[src/rtl/seg_query_unit.sv]
module seg_query_unit #(
  parameter bit WIDE_SYS = 1'b1
) (
  input  logic        clk,
  input  logic        rst_n,
  input  logic        start,
  input  logic [1:0]  op,
  input  logic [15:0] sel,
  input  logic [31:0] desc_lo,
  input  logic [31:0] desc_hi,
  input  logic        in_table,
  input  logic [1:0]  cpl,
  input  logic        legacy_mode,
  input  logic        wide_op,
  output logic        done,
  output logic        zf,
  output logic        res_we,
  output logic [31:0] res,
  output logic        ud_fault
);
  localparam logic [1:0] Q_RIGHTS = 2'd0;
  localparam logic [1:0] Q_LIMIT  = 2'd1;
  localparam logic [1:0] Q_READ   = 2'd2;
  localparam logic [1:0] Q_WRITE  = 2'd3;

  wire [1:0]  dpl      = desc_hi[14:13];
  wire        is_seg   = desc_hi[12];
  wire [3:0]  typ      = desc_hi[11:8];
  wire        is_null  = (sel[15:2] == 14'd0);
  wire        priv_ok  = (dpl >= cpl) && (dpl >= sel[1:0]);
  wire        conf     = is_seg & typ[3] & typ[2];
  wire [19:0] lim_raw  = {desc_hi[19:16], desc_lo[15:0]};
  wire [31:0] lim_full = desc_hi[23] ? {lim_raw, 12'hFFF} : {12'h000, lim_raw};

  logic ar_sys_ok, lim_sys_ok, pass, wr;
  logic [31:0] val;

  always_comb begin
    case (typ)
      4'h1, 4'h2, 4'h3, 4'h4, 4'h5: ar_sys_ok = 1'b1;
      4'h9, 4'hB, 4'hC:             ar_sys_ok = WIDE_SYS;
      default:                      ar_sys_ok = 1'b0;
    endcase
    case (typ)
      4'h1, 4'h2, 4'h3, 4'h9, 4'hB: lim_sys_ok = 1'b1;
      default:                      lim_sys_ok = 1'b0;
    endcase
  end

  always_comb begin
    pass = 1'b0;
    wr   = 1'b0;
    val  = 32'h0;
    case (op)
      Q_RIGHTS: begin
        pass = is_seg ? (conf | priv_ok) : (ar_sys_ok & priv_ok);
        wr   = 1'b1;
        val  = wide_op ? (desc_hi & 32'h00FFFF00) : {16'h0, desc_hi[15:8], 8'h00};
      end
      Q_LIMIT: begin
        pass = is_seg ? (conf | priv_ok) : (lim_sys_ok & priv_ok);
        wr   = 1'b1;
        val  = wide_op ? lim_full : {16'h0, lim_full[15:0]};
      end
      Q_READ:  pass = is_seg & (typ[3] ? (typ[1] & (typ[2] | priv_ok)) : priv_ok);
      Q_WRITE: pass = is_seg & ~typ[3] & typ[1] & priv_ok;
      default: pass = 1'b0;
    endcase
  end

  wire ok = ~legacy_mode & ~is_null & in_table & pass;

  always_ff @(posedge clk or negedge rst_n) begin
    if (!rst_n) begin
      done     <= 1'b0;
      zf       <= 1'b0;
      res_we   <= 1'b0;
      res      <= 32'h0;
      ud_fault <= 1'b0;
    end else begin
      done     <= start;
      res_we   <= start & ok & wr;
      ud_fault <= start & legacy_mode;
      if (start) begin
        zf  <= ok;
        res <= (ok && wr) ? val : 32'h0;
      end
    end
  end


  done_follows_start_chk: assert property (@(posedge clk) disable iff (!rst_n)
    start |=> done);

  done_only_after_start_chk: assert property (@(posedge clk) disable iff (!rst_n)
    !start |=> !done);

  we_with_done_chk: assert property (@(posedge clk) disable iff (!rst_n)
    (res_we || ud_fault) |-> done);

  ud_quiet_chk: assert property (@(posedge clk) disable iff (!rst_n)
    ud_fault |-> (!zf && !res_we && res == 32'h0));

  null_sel_chk: assert property (@(posedge clk) disable iff (!rst_n)
    (start && sel[15:2] == 14'd0) |=> (!zf && !res_we));

  out_of_table_chk: assert property (@(posedge clk) disable iff (!rst_n)
    (start && !in_table) |=> (!zf && !res_we));

  verify_no_write_chk: assert property (@(posedge clk) disable iff (!rst_n)
    (start && op[1]) |=> !res_we);
endmodule

[config.mk]
export PLATFORM = sky130hd
export DESIGN_NAME = seg_query_unit
export DESIGN_NICKNAME = d
export VERILOG_FILES = /design/src/rtl/seg_query_unit.sv
export SDC_FILE = /design/constraint.sdc
export NUM_CORES = 1
export LEC_CHECK = 0
export BUFFER_PORTS_ARGS = -buffer_cell sky130_fd_sc_hd__buf_2
export CAP_MARGIN = 20
export CORE_MARGIN = 4
export CORE_UTILIZATION = 34
export CTS_CLUSTER_DIAMETER = 60
export DETAILED_ROUTE_END_ITERATION = 8
export GPL_ROUTABILITY_DRIVEN = 0
export GPL_TIMING_DRIVEN = 0
export PLACE_DENSITY = 0.7
export SLEW_MARGIN = 15
export SYNTH_ARGS = -nofsm -noshare
export SYNTH_HDL_FRONTEND = slang
export SYNTH_SLANG_ARGS = --single-unit
[constraint.sdc]
create_clock -name clk -period 0.84 [get_ports clk]
set_input_delay 0 -clock clk [delete_from_list [all_inputs] [get_ports clk]]
set_output_delay 0 -clock clk [all_outputs]
set_load 0.01 [all_outputs]
==> metrics.txt <==
# TYPE chip_impl_metric gauge
chip_impl_metric{name="grt_util_met1",unit="%"} 21.9
chip_impl_metric{name="routed_wire_length_per_instance",unit="um"} 15.9
chip_impl_metric{name="die_h",unit="um"} 85.9
chip_impl_metric{name="detail_route.drc_violations",unit=""} 0
chip_impl_metric{name="crit_fanout",unit=""} 5
chip_impl_metric{name="avgSynthCellArea",unit="um2"} 10.0
chip_impl_info{name="worstSetupPathType",value="primary input to flop"} 1
chip_impl_metric{name="tns",unit="ns"} -7.67
chip_impl_metric{name="cp.required",unit="ns"} 1.04
chip_impl_metric{name="synth_fp_nets",unit=""} 300
chip_impl_metric{name="maximum_clock_frequency",unit="MHz"} 908
chip_impl_metric{name="core_region_area",unit="um2"} 5920
chip_impl_metric{name="clock_tree.htree_level_count",unit=""} 2
chip_impl_info{name="synth-main-ff-cell",value="sky130_fd_sc_hd__dfrtp_1"} 1
chip_impl_info{name="cpMaxStageDelayCell",value="sky130_fd_sc_hd__ha_4"} 1
chip_impl_metric{name="p_per_area",unit="nW/um2"} 1290
chip_impl_metric{name="die_x",unit="um"} 85.9
chip_impl_metric{name="rr_worst_depth",unit=""} 3
chip_impl_metric{name="asyncSetResetFlopFracSynth",unit="%"} 100
chip_impl_info{name="outcome",value="complete, but fails checks"} 1
chip_impl_metric{name="initial_core_utilization",unit="%"} 34.9
chip_impl_metric{name="use_met3",unit="%"} 4.71
chip_impl_info{name="critical_path.top_delay_family",value="buffers and inverters"} 1
chip_impl_info{name="top_usage_layer",value="met2"} 1
chip_impl_metric{name="floorplan.io_pins",unit=""} 126
chip_impl_metric{name="slew_viol_final",unit=""} 0
chip_impl_metric{name="period_minus_slack",unit="ns"} 1.10
chip_impl_info{name="cts-root-buf",value="sky130_fd_sc_hd__clkbuf_8"} 1
chip_impl_metric{name="grt.total_usage",unit="%"} 16.9
chip_impl_metric{name="path_depth",unit=""} 10
chip_impl_metric{name="cts-hold-fix-buffers",unit=""} 2
chip_impl_metric{name="area_delta_synth_final",unit="%"} 52.6
chip_impl_metric{name="worst_ir_drop_on_vdd",unit="mV"} 0.972
chip_impl_metric{name="mean_number_of_vias_per_cell",unit=""} 4.95
chip_impl_info{name="crit_chain",value="buf_12, inv_12, ha_4, nand2b_4, a21oi_4, o21ai_4, nand4_4, buf_6, buf_8, o22ai_2"} 1
chip_impl_metric{name="post-route-util",unit="%"} 53.2
chip_impl_metric{name="preCtsSetupSlack",unit="ns"} -0.592
chip_impl_metric{name="count_of_buffering_cells_on_the_critical_path_with_inverters_included",unit=""} 4
chip_impl_info{name="violations",value="negative hold slack, negative setup slack"} 1
chip_impl_metric{name="gr_met2_demand_resource",unit="%"} 28.2
chip_impl_metric{name="ys_types",unit=""} 29
chip_impl_metric{name="slew-limit-headroom",unit="%"} 44.6
chip_impl_metric{name="antenna_left",unit=""} 0
chip_impl_metric{name="worst_ep_arrival_time",unit="ns"} 1.30
chip_impl_metric{name="synth.ff_latch_count",unit=""} 36
chip_impl_metric{name="hold_viol",unit=""} 36
chip_impl_metric{name="clk_pin_slew_worst_paths",unit="ns"} 0.08
chip_impl_metric{name="num_rows",unit=""} 28
chip_impl_metric{name="io_buffers",unit=""} 91
chip_impl_info{name="endpoint_kind",value="flop"} 1
chip_impl_metric{name="detailroute.via_count",unit=""} 1956
chip_impl_metric{name="grt_overflow_total",unit=""} 0
chip_impl_metric{name="diodes",unit=""} 0
chip_impl_metric{name="clock_sink_count",unit=""} 36
chip_impl_metric{name="worst_skew_pair.late_latency",unit="ns"} 0.29
chip_impl_metric{name="layout_setup_ws",unit="ns"} -0.262
chip_impl_info{name="worst_hold_path_type",value="primary input to asynchronous set/reset pin"} 1
chip_impl_metric{name="drt-pass1-iter-count",unit=""} 4
chip_impl_metric{name="netlist_instances",unit=""} 206
chip_impl_metric{name="final_min_period_over_clock_period",unit="%"} 131
chip_impl_metric{name="netlist_area",unit="um2"} 2060
chip_impl_info{name="top_cells_by_area_in_the_synthesized_netlist",value="sky130_fd_sc_hd__dfrtp_1 44%, sky130_fd_sc_hd__o22ai_2 18%, sky130_fd_sc_hd__inv_1 7.6%, sky130_fd_sc_hd__o21ai_0 4.1%, sky130_fd_sc_hd__ha_1 2.4%"} 1
chip_impl_metric{name="detail_route.wirelength",unit="um"} 6270
chip_impl_metric{name="synth_sequential_area_ratio",unit="%"} 43.6
chip_impl_metric{name="tritoncts.num_buffers",unit=""} 5
chip_impl_info{name="startpoint_type",value="primary input"} 1
chip_impl_metric{name="finalSetupViolations",unit=""} 33
chip_impl_metric{name="synth_top_area_share",unit="%"} 43.6
chip_impl_metric{name="grt_max_degree",unit=""} 37
chip_impl_metric{name="first_global_vias",unit=""} 1966
chip_impl_info{name="synth.cells.most_frequent",value="42 x sky130_fd_sc_hd__inv_1, 36 x sky130_fd_sc_hd__dfrtp_1, 29 x sky130_fd_sc_hd__o22ai_2"} 1
chip_impl_metric{name="worst-slew-pin-transition",unit="ns"} 0.832
chip_impl_metric{name="final_layout_size_suffix_gt1_share",unit="%"} 54.4
chip_impl_metric{name="floorplan.die_area",unit="um2"} 7380
chip_impl_metric{name="yosysWarningCount",unit=""} 0
chip_impl_metric{name="totalPowerFinal",unit="mW"} 4.06
chip_impl_info{name="synth.largest_area_cell",value="sky130_fd_sc_hd__dfrtp_1"} 1
chip_impl_metric{name="antenna_violations_before_repair",unit=""} 0
chip_impl_metric{name="final.setup_skew",unit="ns"} 0
chip_impl_metric{name="design.final.nets",unit=""} 413
chip_impl_metric{name="detail_route.iter0.violations",unit=""} 111
chip_impl_metric{name="grt_first_pass_wirelength",unit="um"} 9720
chip_impl_metric{name="design_area",unit="um2"} 3150
chip_impl_metric{name="timing.max_cap.violations",unit=""} 0
chip_impl_metric{name="place_area",unit="um2"} 2700
chip_impl_metric{name="leakagePower",unit="nW"} 1.49
chip_impl_info{name="synth.most_common_cell",value="sky130_fd_sc_hd__inv_1"} 1
chip_impl_info{name="cts_tree",value="built"} 1
chip_impl_metric{name="clk_path_buf_depth",unit=""} 2
chip_impl_metric{name="slowest_delay",unit="ns"} 0.24
chip_impl_metric{name="synth_enable_flop_cells",unit=""} 0
chip_impl_metric{name="hold_ws",unit="ns"} -0.188
chip_impl_metric{name="place.detailed.hpwl",unit="um"} 4580
chip_impl_info{name="rsz0062_at_grt",value="true"} 1
-- state kept, by name, summed over array words and instances, names as in the netlist --
name	cells
done	1
res	32
res_we	1
ud_fault	1
zf	1
-- report_power, final --
group,switching (mW),internal (mW),leakage (nW)
clock,0.626,0.881,0.0552
sequential,0.0126,1.76,0.498
combinational,0.424,0.359,0.941
-- final cells by class --
cell class | count | area (um2)
buffer | 15 | 104
sequential | 36 | 901
clock buffer | 6 | 72.6
clock inverter | 2 | 35.0
multi-input combinational | 113 | 1070
tap | 75 | 93.8
timing repair buffer | 106 | 702
fill | 540 | 2770
inverter | 42 | 175
-- through the flow --
stage               hold WS (ns)  std cells
finish                    -0.188        395
CTS                       -0.158        390
floorplan                 -0.296        206
detailed placement         0.125        372
global route              -0.120        395
global placement           0.123        372
-- worst reg2reg max path, cell delays in order (launching register included) --
cell and delay, ns:
sky130_fd_sc_hd__dfrtp_1 0.40, sky130_fd_sc_hd__buf_4 0.14, sky130_fd_sc_hd__inv_1 0.05, sky130_fd_sc_hd__o22ai_2 0.07
-- layout by cell type, fill, tap and decap left out, types with 2 or more instances in the layout --
cell,count
sky130_fd_sc_hd__buf_2,85
sky130_fd_sc_hd__inv_1,40
sky130_fd_sc_hd__dfrtp_1,36
sky130_fd_sc_hd__o22ai_2,28
sky130_fd_sc_hd__o21ai_0,15
sky130_fd_sc_hd__nand2_1,13
sky130_fd_sc_hd__buf_6,11
sky130_fd_sc_hd__nand3_1,9
sky130_fd_sc_hd__clkbuf_2,6
sky130_fd_sc_hd__clkbuf_1,5
sky130_fd_sc_hd__o22ai_1,5
sky130_fd_sc_hd__clkbuf_8,5
sky130_fd_sc_hd__buf_4,5
sky130_fd_sc_hd__mux2_2,4
sky130_fd_sc_hd__mux2i_1,4
sky130_fd_sc_hd__nand4b_1,4
sky130_fd_sc_hd__nor4_2,3
sky130_fd_sc_hd__o22ai_4,3
sky130_fd_sc_hd__ha_4,3
sky130_fd_sc_hd__nand2b_4,2
sky130_fd_sc_hd__buf_8,2
sky130_fd_sc_hd__and2_1,2
sky130_fd_sc_hd__nand2b_1,2
sky130_fd_sc_hd__buf_12,2
sky130_fd_sc_hd__buf_16,2
sky130_fd_sc_hd__dlygate4sd3_1,2
-- routing by layer --
| layer | share of wire, % | wire length [um] |
|---|---|---|
| met4 | 0.64 | 40 |
| met2 | 49 | 3050 |
| met5 | 0 | 0 |
| met3 | 8.3 | 518 |
| met1 | 42 | 2660 |
-- path summary, 6_finish.rpt --
check / startpoint / endpoint / slack [ns]
max: desc_hi[13] / res[18] / -0.26
min reg2reg: zf / zf / 0.52
min in group clk: desc_lo[12] / res[24] / 0.02
max reg2reg: res[8] / res[8] / 0.06
min: rst_n / res[5] / -0.19
max in group asynchronous: rst_n / res[1] / 0.51
-- kinds of logic (layout without fill, tap and decap cells) --
group | count (synthesis) | count (layout) | synth area share (%)
AOI/OAI and AO/OA | 61 | 61 | 27.1
buffers and inverters | 57 | 171 | 11.5
and+or+nand+nor | 40 | 40 | 11.2
DFF | 36 | 36 | 43.6
muxes | 8 | 8 | 4.12
adders and majority gates | 4 | 4 | 2.42
-- timing repair --
action | CTS | global route
setup endpoints to repair | 33 | 44
gates resized for setup | 19 | 21
endpoints found under the hold margin | 38 | 36
gates cloned | 2 | 1
pin swaps | 2 | 3
setup buffers | 6 | 4
Note: power is estimated with default switching activity, not from simulation.
